===== src/rtl/sc_pkg.sv =====
package sc_pkg;
  typedef enum logic [1:0] {RX_IDLE, RX_BUSY} rx_state_e;

  function automatic logic even_par(input logic [7:0] d);
    return ^d;
  endfunction
endpackage


===== src/rtl/sc_tx.sv =====
module sc_tx #(
  parameter int OS = 16,
  parameter int DW = 8
) (
  input  logic          clk_i,
  input  logic          rst_ni,
  input  logic          tick_i,
  input  logic          start_i,
  input  logic [DW-1:0] data_i,
  input  logic          line_i,
  output logic          busy_o,
  output logic          drv_o,
  output logic          done_o,
  output logic          nack_o
);
  localparam int HALF    = OS / 2;
  localparam int NB      = DW + 2;
  localparam int GUARD   = HALF + NB * OS;
  localparam int NACK_AT = GUARD + OS;
  localparam int DONE_AT = GUARD + OS + HALF - 1;
  localparam int CW      = $clog2(DONE_AT + 1);

  logic [CW-1:0] cnt_q;
  logic [DW:0]   frm_q;
  logic          busy_q, drv_q, done_q, nack_q;

  // level to drive for tick position c: 1 = pull low
  function automatic logic drive_at(input int c, input logic [DW:0] f);
    int idx;
    if (c < HALF || c >= GUARD) return 1'b0;
    idx = (c - HALF) / OS;
    if (idx == 0) return 1'b1;
    return ~f[idx-1];
  endfunction

  always_ff @(posedge clk_i or negedge rst_ni) begin
    if (!rst_ni) begin
      cnt_q  <= '0;
      frm_q  <= '0;
      busy_q <= 1'b0;
      drv_q  <= 1'b0;
      done_q <= 1'b0;
      nack_q <= 1'b0;
    end else begin
      done_q <= 1'b0;
      if (start_i) begin
        busy_q <= 1'b1;
        cnt_q  <= '0;
        drv_q  <= 1'b0;
        nack_q <= 1'b0;
        frm_q  <= {^data_i, data_i};
      end else if (busy_q && tick_i) begin
        cnt_q <= cnt_q + 1'b1;
        drv_q <= drive_at(int'(cnt_q) + 1, frm_q);
        if (cnt_q == CW'(NACK_AT)) nack_q <= ~line_i;
        if (cnt_q == CW'(DONE_AT)) begin
          busy_q <= 1'b0;
          done_q <= 1'b1;
          drv_q  <= 1'b0;
        end
      end
    end
  end

  assign busy_o = busy_q;
  assign drv_o  = drv_q;
  assign done_o = done_q;
  assign nack_o = nack_q;

  AST_TX_LEAD_QUIET: assert property (@(posedge clk_i) disable iff (!rst_ni)
    busy_q && (int'(cnt_q) < HALF) |-> !drv_q);
  AST_TX_GUARD_FREE: assert property (@(posedge clk_i) disable iff (!rst_ni)
    busy_q && (int'(cnt_q) >= GUARD) |-> !drv_q);
  AST_TX_DONE_PULSE: assert property (@(posedge clk_i) disable iff (!rst_ni)
    done_q |=> !done_q);
  AST_TX_IDLE_QUIET: assert property (@(posedge clk_i) disable iff (!rst_ni)
    !busy_q |-> !drv_q);
endmodule


===== src/rtl/sc_rx.sv =====
module sc_rx #(
  parameter int OS = 16,
  parameter int DW = 8
) (
  input  logic          clk_i,
  input  logic          rst_ni,
  input  logic          tick_i,
  input  logic          en_i,
  input  logic          half_stop_i,
  input  logic          line_i,
  output logic          busy_o,
  output logic          drv_o,
  output logic          valid_o,
  output logic [DW-1:0] data_o,
  output logic          perr_o
);
  import sc_pkg::*;

  localparam int HALF     = OS / 2;
  localparam int NB       = DW + 2;
  localparam int PAR_AT   = HALF + (NB - 1) * OS;
  localparam int ERR_ON   = NB * OS + HALF;
  localparam int END_FULL = ERR_ON + OS;
  localparam int CW       = $clog2(END_FULL + 1);

  rx_state_e     st_q;
  logic [CW-1:0] cnt_q;
  logic [DW-1:0] sh_q, data_q;
  logic          drv_q, valid_q, perr_q;

  int   pos, idx;
  logic samp;

  always_comb begin
    pos  = int'(cnt_q);
    samp = (pos >= HALF) && (pos <= PAR_AT) && (((pos - HALF) % OS) == 0);
    idx  = samp ? (pos - HALF) / OS : 0;
  end

  always_ff @(posedge clk_i or negedge rst_ni) begin
    if (!rst_ni) begin
      st_q    <= RX_IDLE;
      cnt_q   <= '0;
      sh_q    <= '0;
      data_q  <= '0;
      drv_q   <= 1'b0;
      valid_q <= 1'b0;
      perr_q  <= 1'b0;
    end else begin
      valid_q <= 1'b0;
      if (st_q == RX_IDLE) begin
        if (en_i && tick_i && !line_i) begin
          st_q  <= RX_BUSY;
          cnt_q <= CW'(1);
        end
      end else if (tick_i) begin
        cnt_q <= cnt_q + 1'b1;
        if (samp) begin
          if (idx == 0) begin
            if (line_i) st_q <= RX_IDLE;  // glitch, not a start bit
          end else if (idx <= DW) begin
            sh_q <= {line_i, sh_q[DW-1:1]};
          end else begin
            data_q  <= sh_q;
            perr_q  <= ^{sh_q, line_i};
            valid_q <= 1'b1;
          end
        end
        if (pos == ERR_ON) begin
          if (perr_q) drv_q <= 1'b1;
          else if (half_stop_i) st_q <= RX_IDLE;
        end
        if (pos == END_FULL) begin
          drv_q <= 1'b0;
          st_q  <= RX_IDLE;
        end
      end
    end
  end

  assign busy_o  = (st_q == RX_BUSY);
  assign drv_o   = drv_q;
  assign valid_o = valid_q;
  assign data_o  = data_q;
  assign perr_o  = perr_q;

  AST_RX_DRV_ONLY_ERR: assert property (@(posedge clk_i) disable iff (!rst_ni)
    drv_q |-> perr_q);
  AST_RX_DRV_AFTER_PAR: assert property (@(posedge clk_i) disable iff (!rst_ni)
    drv_q |-> (int'(cnt_q) > PAR_AT));
  AST_RX_IDLE_QUIET: assert property (@(posedge clk_i) disable iff (!rst_ni)
    (st_q == RX_IDLE) |-> !drv_q);
  AST_RX_VALID_PULSE: assert property (@(posedge clk_i) disable iff (!rst_ni)
    valid_q |=> !valid_q);
endmodule


===== src/rtl/sc_xcvr.sv =====
module sc_xcvr #(
  parameter int OS = 16,
  parameter int DW = 8
) (
  input  logic          clk_i,
  input  logic          rst_ni,
  input  logic          tick_i,
  input  logic          rx_half_stop_i,
  input  logic          tx_valid_i,
  input  logic [DW-1:0] tx_data_i,
  output logic          tx_ready_o,
  output logic          tx_done_o,
  output logic          tx_nack_o,
  output logic          line_drive_low_o,
  input  logic          line_i,
  output logic          rx_valid_o,
  output logic [DW-1:0] rx_data_o,
  output logic          rx_perr_o
);
  logic tx_busy, tx_drv, rx_busy, rx_drv, accept, rx_en;

  assign tx_ready_o = ~tx_busy & ~rx_busy;
  assign accept     = tx_valid_i & tx_ready_o;
  assign rx_en      = ~tx_busy & ~accept;  // transmit wins a same-cycle race

  sc_tx #(.OS(OS), .DW(DW)) u_tx (
    .clk_i  (clk_i),
    .rst_ni (rst_ni),
    .tick_i (tick_i),
    .start_i(accept),
    .data_i (tx_data_i),
    .line_i (line_i),
    .busy_o (tx_busy),
    .drv_o  (tx_drv),
    .done_o (tx_done_o),
    .nack_o (tx_nack_o)
  );

  sc_rx #(.OS(OS), .DW(DW)) u_rx (
    .clk_i      (clk_i),
    .rst_ni     (rst_ni),
    .tick_i     (tick_i),
    .en_i       (rx_en),
    .half_stop_i(rx_half_stop_i),
    .line_i     (line_i),
    .busy_o     (rx_busy),
    .drv_o      (rx_drv),
    .valid_o    (rx_valid_o),
    .data_o     (rx_data_o),
    .perr_o     (rx_perr_o)
  );

  assign line_drive_low_o = tx_drv | rx_drv;

  AST_ONE_DRIVER: assert property (@(posedge clk_i) disable iff (!rst_ni)
    !(tx_drv && rx_drv));
  AST_READY_HALFDUP: assert property (@(posedge clk_i) disable iff (!rst_ni)
    rx_busy |-> !tx_ready_o);
  AST_RX_SILENT_TX: assert property (@(posedge clk_i) disable iff (!rst_ni)
    tx_busy |-> !rx_valid_o);
endmodule


===== config.mk =====
export PLATFORM = sky130hd
export DESIGN_NAME = sc_xcvr
export DESIGN_NICKNAME = d
export VERILOG_FILES = /design/src/rtl/sc_pkg.sv /design/src/rtl/sc_tx.sv /design/src/rtl/sc_rx.sv /design/src/rtl/sc_xcvr.sv
export SDC_FILE = /design/constraint.sdc
export NUM_CORES = 1
export LEC_CHECK = 0
export ABC_CLOCK_PERIOD_IN_PS = 9300
export BUFFER_PORTS_ARGS = -buffer_cell sky130_fd_sc_hd__buf_2
export CORE_AREA = 8 8 118 120
export DETAILED_ROUTE_END_ITERATION = 10
export DIE_AREA = 0 0 126 128
export RECOVER_POWER = 25
export SETUP_SLACK_MARGIN = 0.15
export SYNTH_ARGS = -nofsm -noshare
export SYNTH_HDL_FRONTEND = slang
export SYNTH_SLANG_ARGS = --single-unit

===== constraint.sdc =====
create_clock -name clk_i -period 9.3 [get_ports clk_i]
set_clock_uncertainty 0.1 [all_clocks]
set_input_delay 0.465 -clock clk_i [delete_from_list [all_inputs] [get_ports clk_i]]
set_output_delay 0.465 -clock clk_i [all_outputs]
set_load 0.01 [all_outputs]

==> results of run 1 <==
==> metrics by stage <==
| stage | cell area [µm²] | worst slack, ns |
|---|---|---|
| 2_1_floorplan | 3563 | 5.648 |
| 3_3_place_gp | 3799 | 5.385 |
| 3_5_place_dp | 3799 | 5.230 |
| 4_1_cts | 3953 | 5.162 |
| 5_1_grt | 3949 | 4.879 |
| 6_report | 3949 | 5.106 |
==> worst paths after layout <==
kind | start | end | cells after the start
min | tx_valid_i | u_tx.nack_o$_DFFE_PN0P_ | 2
max | u_tx.cnt_q[0]$_DFFE_PN0P_ | u_tx.drv_o$_DFFE_PN0P_ | 14
min in group asynchronous | rst_ni | u_tx.frm_q[2]$_DFFE_PN0P_ | 2
min reg2reg | u_tx.frm_q[8]$_DFFE_PN0P_ | u_tx.frm_q[8]$_DFFE_PN0P_ | 2
max reg2reg | u_tx.cnt_q[0]$_DFFE_PN0P_ | u_tx.drv_o$_DFFE_PN0P_ | 14
max in group asynchronous | rst_ni | u_rx.cnt_q[3]$_DFFE_PN0P_ | 2
==> sequential cells by signal, summed over array words and instances, names as in the netlist <==
name and cells:
u_rx.valid_o 1, u_tx.busy_o 1, u_rx.st_q 2, u_rx.perr_o 1, u_rx.data_o 8, u_tx.cnt_q 8, u_rx.drv_o 1, u_rx.sh_q 8
u_tx.done_o 1, u_tx.nack_o 1, u_rx.cnt_q 8, u_tx.frm_q 9, u_tx.drv_o 1
==> worst reg2reg max path: stages, from the launching register on <==
cell and delay, ns:
dfrtp_1 0.49, ha_1 0.43, and3_1 0.34, xnor2_1 0.17, ha_1 0.30, o211ai_1 0.16
nor3_1 0.20, ha_1 0.31, ha_1 0.30, inv_1 0.09, ha_1 0.26, mux4_2 0.32
a211oi_1 0.27, a2111oi_1 0.08, o31ai_1 0.27
==> cell type report <==
cell class                 count  area share, %
tap                          150          4.753
timing repair buffer          28          3.517
sequential                    50          31.69
multi-input combinational    275          54.15
inverter                      21          1.996
clock inverter                 3         0.7288
clock buffer                   5          3.169
==> cells by family after synthesis <==
kind of cell	share of synthesized area (%)
AOI/OAI and AO/OA	13.69
xor gates and xnor gates	9.059
adders and majority gates	7.374
buffers and inverters	4.881
DFF	35.11
muxes	10.99
and+or+nand+nor	18.89
==> cells in the final DEF (no fill, tap or decap), drive strengths merged, types with 3 or more instances in the layout <==
cell     n
nand3   13
a211oi   5
o21ai   25
and3     9
buf     27
and4     3
nor2    23
and2     3
nor4b    4
nand2   29
xor2     6
nor3     6
xnor2   24
ha      21
nand4    5
inv     22
mux2    26
o31ai    5
a21oi   17
clkbuf   6
dfrtp   50
a31oi    5
or3      6
==> power breakdown <==
| group | switching [mW] | leakage (nW) | internal, mW | total [mW] |
|---|---|---|---|---|
| registers | 0.0663 | 0.663 | 0.257 | 0.323 |
| logic | 0.306 | 1.07 | 0.281 | 0.587 |
| clock network | 0.0868 | 0.0759 | 0.103 | 0.190 |
==> per-layer routing <==
metal / global-route usage, % / up-vias / share of wire (%)
li1: - / 1341 / -
met1: 11.64 / 1330 / 46
met2: 16.25 / 54 / 48
met3: 1.664 / 15 / 3.3
met4: 3.468 / 0 / 2.4
met5: 0 / - / 0
==> results.ini, run 1 <==
[critical_path]
cpLargestDelayFamily = adder cells
cp-start-kind = register
worst-path-buf-inv = 1
end_kind = register
cp_slowest_cell = dfrtp_1
criticalPathCategory = register to register
arrival_ns = 4.29
rrSetupSlack_ns = 5.11
critPathRequiredTime_ns = 9.39
worstPathMaxFanout = 9
crit_path_cell_trace = ha_1 -> and3_1 -> xnor2_1 -> ha_1 -> o211ai_1 -> nor3_1 -> ha_1 -> ha_1 -> inv_1 -> ha_1 -> mux4_2 -> a211oi_1 -> a2111oi_1 -> o31ai_1
cp_slowest_stage_delay_ns = 0.49
worst_path_most_repeated_cell = ha_1

[sta]
min_period_over_period_pct = 45.10
whs_ns = 0.2930
period_needed_ns = 4.194
setup_viol = 0
fmax_ghz = 0.2384
worstMarginPinSlew_ns = 2.723
slew_viol_final = 51
hold_violations = 0
rsz0062_at_grt = false
tns_ns = 0
relSlewSlack_pct = -81.51

[detailed_routing]
routed_wl_mm = 7.705
drc = 0
vias = 2740
drtIter0Drc = 124
ant_nets = 0
wl_per_cell_um = 14.48
first_pass_iters = 6
vias_per_cell = 5.150

[synthesis]
ys.warnings.count = 0
synthDistinctLibCells = 64
synth_top_cell_by_area = dfrtp_1
syn_inst = 365
netlist_top_cells_area = dfrtp_1 (35%), ha_1 (7.4%), xnor2_1 (5.4%)
synth_edf_count = 0
synth_common_cells = dfrtp_1 (50), nand2_1 (28), o21ai_0 (25)
netlist_area_um2 = 3563
ys_async_sr_fraction_pct = 100.0
avgSynthCellArea_um2 = 9.763
yosysMostFrequentCell = dfrtp_1
syn-num-nets = 400
synth_ff_type = dfrtp_1
synth_seq_cells = 50
synth_top_area_share_pct = 35.11
seq_area_frac_synth_pct = 35.11

[clocking]
ctsLongestPathBuffers = 2
cts_hold_buf = 0
clk-insertion-delay-late_ns = 0.29
cts_setup_buffers = 0
post_cts_resized = 0
cts_buffers = 5
path_clk_slew_ns = 0.07
cts_tree = yes
cts_sinks = 50
htreeDepth = 2
cts-root-buf = clkbuf_16

[grt]
track_usage_pct = 9.466
gr-total-overflow = 0
antenna_found_initial = 0
grt_first_pass_wirelength_mm = 12.88
grt_max_degree = 51
grt_pass1_vias = 2660

[final_layout]
fin_cells = 532
fillerInstances = 1245
drive_above_1_share_pct = 19.90
register_area_um2 = 1251
nNetsFinal = 416
area_growth_pct = 10.81
antenna_cells = 0
multi_input_area_um2 = 2138
fin_util_pct = 32.34

[power]
vdd.ir_drop.worst_mv = 0.1948
powerDensity_nw_per_um2 = 278.4
p_leak_nw = 1.807
fin_total_pwr_mw = 1.099

[floorplan]
row_count = 41
die_y_um = 128
coreArea_um2 = 12210
die_w_um = 126
ios = 28
start_util_pct = 29.19
die_area_um2 = 16130

[outcome]
violations = capacitance limit, slew limit
status = finished with violations

[hold_path]
hold_class = input pin to register

[placed_design]
gp_congestion = 0.8667
dp_hpwl_mm = 5.724
dp_cells = 524
port_buffers = 27

[job]
maxCapViolCount = 1

Power figures use the tool's default switching activity.
==> inputs of run 2 (changes only) <==
--- a/config.mk
+++ b/config.mk
@@ -5,7 +5,7 @@
 export SDC_FILE = /design/constraint.sdc
 export NUM_CORES = 1
 export LEC_CHECK = 0
-export ABC_CLOCK_PERIOD_IN_PS = 9300
+export ABC_CLOCK_PERIOD_IN_PS = 4100
 export BUFFER_PORTS_ARGS = -buffer_cell sky130_fd_sc_hd__buf_2
 export CORE_AREA = 8 8 118 120
 export DETAILED_ROUTE_END_ITERATION = 10
==> constraint.sdc (replaced) <==
create_clock -name clk_i -period 4.1 [get_ports clk_i]
set_clock_uncertainty 0.1 [all_clocks]
set_input_delay 0.205 -clock clk_i [delete_from_list [all_inputs] [get_ports clk_i]]
set_output_delay 0.205 -clock clk_i [all_outputs]
set_load 0.01 [all_outputs]
==> run 2 against run 1 <==
  * Fmax is 13% higher
  * The flow still finishes with violations (capacitance limit, slew limit)
  * Clock power grew to 2.6 times the previous value
  * Critical endpoint is now u_rx.sh_q[3]$_DFFE_PN0P_
  * Via count is 1.3% higher
  * Non-clock buffer count is 13 higher
  * Sequential cell count stayed put
  * Worst hold slack worse by 0.26 ns
  * Register-to-register slack worse by 4.7 ns
  * Design area is 3.9% higher
  * Final cell count is 2.4% higher
  * Routed wire length is 3.2% higher
  * Clock-buffer cell count is 1 higher
==> results.ini, run 2 (synthesis gave the netlist of run 1 again) <==
[outcome]
violations = capacitance limit, slew limit
status = finished with violations

[clocking]
cts_setup_buffers = 0
cts-root-buf = clkbuf_16
cts_sinks = 50
htreeDepth = 2
cts_buffers = 5
ctsLongestPathBuffers = 2
clk-insertion-delay-late_ns = 0.29
cts_tree = yes
path_clk_slew_ns = 0.07

[critical_path]
cpLargestDelayFamily = simple AND/OR/NAND/NOR gates
rrSetupSlack_ns = 0.38
rr_worst_depth = 12
cp_num_cells = 12
crit_path_cell_trace = inv_1 -> ha_2 -> xor2_1 -> ha_1 -> nand2_1 -> ha_1 -> or4_1 -> nor4b_2 -> and3_1 -> nor3_4 -> nand2_2 -> mux2_2
cp_slowest_cell = or4_1
worstPathMaxFanout = 8
criticalPathCategory = register to register
reg2reg_from = u_rx.cnt_q[3]$_DFFE_PN0P_
end_kind = register
cp_slowest_stage_delay_ns = 0.51
r2r-end = u_rx.sh_q[3]$_DFFE_PN0P_
critPathLaunch = u_rx.cnt_q[3]$_DFFE_PN0P_
cp-start-kind = register
critPathRequiredTime_ns = 4.18
arrival_ns = 3.79
worst-path-buf-inv = 1
worst_path_most_repeated_cell = ha_1
cp-endpoint = u_rx.sh_q[3]$_DFFE_PN0P_

[sta]
slew_viol_final = 51
whs_ns = 0.03007
worstMarginPinSlew_ns = 2.716
hold_violations = 0
tns_ns = 0
rsz0062_at_grt = false
period_needed_ns = 3.717
setup_viol = 0
min_period_over_period_pct = 90.65
fin_ws_ns = 0.3835
relSlewSlack_pct = -81.09
fmax_ghz = 0.2691

[final_layout]
area_growth_pct = 15.17
nNetsFinal = 429
largest_reg_flops = 9
layout_common_cells = dfrtp_1 (46), nand2_1 (28), o21ai_0 (25)
antenna_cells = 0
final_area_um2 = 4104
drive_above_1_share_pct = 22.03
fillerInstances = 1252
largest_register = u_tx.frm_q
final_common_cell = dfrtp_1

[placed_design]
gp_congestion = 0.8305
dp_hpwl_mm = 5.879
port_buffers = 27
postPlaceCellArea_um2 = 3889
pre_cts_ws_ns = 0.1147

[power]
vdd.ir_drop.worst_mv = 0.2534
p_leak_nw = 1.835
powerDensity_nw_per_um2 = 647.6

[floorplan]
start_util_pct = 29.19
row_count = 41
die_y_um = 128
coreArea_um2 = 12210
die_w_um = 126
die_area_um2 = 16130
ios = 28

[grt]
grt_first_pass_wirelength_mm = 13.66
track_usage_pct = 9.943
gr-total-overflow = 0
grt_pass1_vias = 2787
antenna_found_initial = 0
grt_max_degree = 51

[detailed_routing]
vias = 2776
wl_per_cell_um = 14.58
ant_nets = 0
first_pass_iters = 4
routed_wl_mm = 7.948
drc = 0
vias_per_cell = 5.094
drtIter0Drc = 108

[job]
maxCapViolCount = 1

[hold_path]
hold_depth = 2
hold_class = input pin to register

-- run 2: area by class of cell --
class	count	area (µm²)	share of cell area, %
tap	150	187.7	4.573
clock inverter	2	38.79	0.9451
clock buffer	6	138.9	3.384
sequential	50	1256	30.61
multi-input combinational	275	2180	53.11
timing repair buffer	41	224.0	5.457
inverter	21	78.83	1.921
-- run 2: power by group --
part	switching [mW]	internal (mW)
Combinational	0.761	0.694
Clock	0.189	0.307
Sequential	0.122	0.586
Total	1.07	1.59
-- run 2: what timing repair did --
item / in CTS / in global routing
setup endpoints to repair: 1 / 18
pin swaps: 0 / 0
hold endpoints to repair: 50 / 0
cloned: 0 / 0
hold buffers: 1 / 0
resized for setup: 1 / 11
-- run 2: worst min path at each step --
stage	start	end
global placement	rst_ni	u_tx.frm_q[0]$_DFFE_PN0P_
CTS	tx_valid_i	u_tx.nack_o$_DFFE_PN0P_
floorplan	rst_ni	u_rx.cnt_q[0]$_DFFE_PN0P_
finish	tx_valid_i	u_tx.nack_o$_DFFE_PN0P_
detailed placement	rst_ni	u_tx.frm_q[1]$_DFFE_PN0P_
global route	tx_valid_i	u_tx.nack_o$_DFFE_PN0P_
-- run 2: per-stage QoR --
step           util (%)  instances  total power [mW]
2_1_floorplan         -        365             1.804
3_3_place_gp      31.85        536             2.059
3_5_place_dp      31.85        536             2.102
4_1_cts           33.41        545             2.607
5_1_grt           33.61        545             2.876
6_report          33.61        545             2.658
-- run 2: routing by layer --
metal,track usage (%),vias to the layer above,wire length (µm)
met2,16.69,60,3786
met4,2.619,0,119
met5,0,-,0
met1,12.82,1334,3742
li1,-,1374,-
met3,1.872,8,299
==> inputs of run 3 (changes only) <==
--- a/config.mk
+++ b/config.mk
@@ -7,11 +7,14 @@
 export LEC_CHECK = 0
 export ABC_CLOCK_PERIOD_IN_PS = 4100
 export BUFFER_PORTS_ARGS = -buffer_cell sky130_fd_sc_hd__buf_2
-export CORE_AREA = 8 8 118 120
+export CORE_AREA = 8 8 87 89
 export DETAILED_ROUTE_END_ITERATION = 10
-export DIE_AREA = 0 0 126 128
+export DIE_AREA = 0 0 95 97
+export HOLD_SLACK_MARGIN = 0.1
+export PLACE_DENSITY = 0.77
 export RECOVER_POWER = 25
 export SETUP_SLACK_MARGIN = 0.15
+export SLEW_MARGIN = 10
 export SYNTH_ARGS = -nofsm -noshare
 export SYNTH_HDL_FRONTEND = slang
 export SYNTH_SLANG_ARGS = --single-unit
==> run 3 against run 2 <==
  * The run still ends with capacitance limit, slew limit left
  * Sequential power fell by 0.8%
  * Fmax decreased by 1.3%
  * Global-route usage rose by 7.7 points
  * Sequential share of layout area is 0.66 points higher
  * Clock power shrank 38%
  * Clock-buffer cell count is 1 lower
  * Critical endpoint is now u_tx.drv_o$_DFFE_PN0P_
==> results.ini, run 3 (synthesis gave the netlist of run 1 again) <==
[hold_path]
min_to = u_rx.sh_q[7]$_DFFE_PN0P_
hold_depth = 2
hold_class = input pin to register
worstHoldStart = line_i

[sta]
rsz0062_at_grt = true
fin_ws_ns = 0.3359
tns_ns = 0
relSlewSlack_pct = -74.81
whs_ns = 0.1397
hold_violations = 0
setup_viol = 0
worstMarginPinSlew_ns = 2.622
slew_viol_final = 51
fmax_ghz = 0.2657
min_period_over_period_pct = 91.81
period_needed_ns = 3.764

[job]
maxCapViolCount = 1

[placed_design]
dp_hpwl_mm = 5.657
pre_cts_ws_ns = 0.1410
gp_congestion = 0.9477
port_buffers = 27

[clocking]
clk-insertion-delay-late_ns = 0.30
cts-root-buf = clkbuf_8
ctsLongestPathBuffers = 2
path_clk_slew_ns = 0.10
cts_tree = yes
cts_buffers = 5
htreeDepth = 2
cts_sinks = 50

[power]
p_leak_nw = 1.822
swShare_pct = 42.89
combPwrFrac_pct = 58.8
power_frac_seq_pct = 28.6
fin_total_pwr_mw = 2.455
p_switching_mw = 1.053
powerDensity_nw_per_um2 = 611.1
clkPwrFrac_pct = 12.6
p_int_mw = 1.402
vdd.ir_drop.worst_mv = 0.4850

[critical_path]
arrival_ns = 3.88
rr_worst_depth = 13
rrSetupSlack_ns = 0.34
worstPathMaxFanout = 9
critPathRequiredTime_ns = 4.22
end_kind = register
reg2reg_from = u_tx.cnt_q[2]$_DFFE_PN0P_
cp-start-kind = register
criticalPathCategory = register to register
r2r-end = u_tx.drv_o$_DFFE_PN0P_

[final_layout]
largest_register = u_tx.frm_q
area_growth_pct = 12.75
antenna_cells = 0
nNetsFinal = 440
drive_above_1_share_pct = 20.20
fillerInstances = 503
final_common_cell = dfrtp_1
layout_common_cells = dfrtp_1 (46), nand2_1 (28), o21ai_0 (25)
fin_util_pct = 64.75
largest_reg_flops = 9

[grt]
grt_max_degree = 51
antenna_found_initial = 0
gr-total-overflow = 0
track_usage_pct = 17.61
grt_first_pass_wirelength_mm = 13.44
grt_pass1_vias = 2758

[detailed_routing]
drtIter0Drc = 301
routed_wl_mm = 7.806
vias = 2898
ant_nets = 0
first_pass_iters = 5
wl_per_cell_um = 16.16
vias_per_cell = 6.000
drc = 0

[outcome]
violations = capacitance limit, slew limit
status = finished with violations

[floorplan]
start_util_pct = 57.43
die_w_um = 95
ios = 28
row_count = 29
die_area_um2 = 9215
coreArea_um2 = 6205
die_y_um = 97

-- run 3: cell count changes in the layout (fill, tap and decap cells not counted), moves of 3 or more --
cell	before	now
clkbuf_8	1	5
clkbuf_1	13	16
dlygate4sd3_1	1	11
clkbuf_16	5	0
buf_2	15	11
-- run 3: layout make-up --
class                   instances  area [µm²]  area share [%]
multi-input cells             275        2158           53.72
clock inverters                 3       28.78          0.7163
inverters                      21       78.83           1.962
clock buffers                   5       68.82           1.713
repair buffers                 52       330.3           8.222
flip-flops and latches         50        1256           31.27
well taps                      77       96.34           2.398
-- run 3: per-layer routing --
| layer | wire length (µm) | vias to the layer above | GRT usage (%) |
|---|---|---|---|
| li1 | - | 1391 | - |
| met5 | 0 | - | 0 |
| met1 | 3510 | 1412 | 23.86 |
| met2 | 3797 | 86 | 27.78 |
| met4 | 135 | 0 | 5.168 |
| met3 | 362 | 9 | 3.014 |
-- run 3: metrics by stage --
| stage | std cells | cell area [µm²] |
|---|---|---|
| floorplan | 365 | 3563 |
| global placement | 463 | 3797 |
| detailed placement | 463 | 3797 |
| CTS | 482 | 4008 |
| global route | 483 | 4018 |
| finish | 483 | 4018 |
-- run 3: power by group through the flow --
stage / sequential, mW / clock, mW / combinational [mW]
after floorplan: 0.659 / 0 / 1.15
after global placement: 0.699 / 0 / 1.35
after detailed placement: 0.705 / 0 / 1.40
after CTS: 0.695 / 0.317 / 1.42
after global routing: 0.717 / 0.336 / 1.61
final: 0.702 / 0.309 / 1.44
-- run 3: worst max path at each step --
stage                               from                     end  cells past startpoint  slack, ns
2_1_floorplan  u_tx.cnt_q[0]$_DFFE_PN0P_  u_tx.drv_o$_DFFE_PN0P_                     16       0.45
3_3_place_gp   u_tx.cnt_q[0]$_DFFE_PN0P_  u_tx.drv_o$_DFFE_PN0P_                     14       0.25
3_5_place_dp   u_tx.cnt_q[0]$_DFFE_PN0P_  u_tx.drv_o$_DFFE_PN0P_                     14       0.14
4_1_cts        u_tx.cnt_q[0]$_DFFE_PN0P_  u_tx.drv_o$_DFFE_PN0P_                     14       0.19
5_1_grt        u_tx.cnt_q[2]$_DFFE_PN0P_  u_tx.drv_o$_DFFE_PN0P_                     13      0.001
6_report       u_tx.cnt_q[2]$_DFFE_PN0P_  u_tx.drv_o$_DFFE_PN0P_                     13       0.34
-- run 3: what timing repair did --
item                                   4_1_cts  5_1_grt
hold buffers                                11        0
setup endpoints to repair                    1       15
gates cloned                                 0        0
setup buffers                                0        1
endpoints found under the hold margin       60        0
gates resized for setup                      1        8
-- run 3: critical path, cell delays in order, from the launching register on --
cell and delay [ns]:
dfrtp_2 0.50, and3_1 0.26, xnor2_1 0.29, ha_2 0.31
o211ai_1 0.12, nor3_1 0.24, ha_2 0.30, ha_1 0.28
inv_1 0.09, ha_1 0.26, mux4_2 0.32, a211oi_1 0.27
a2111oi_1 0.09, o31ai_1 0.24
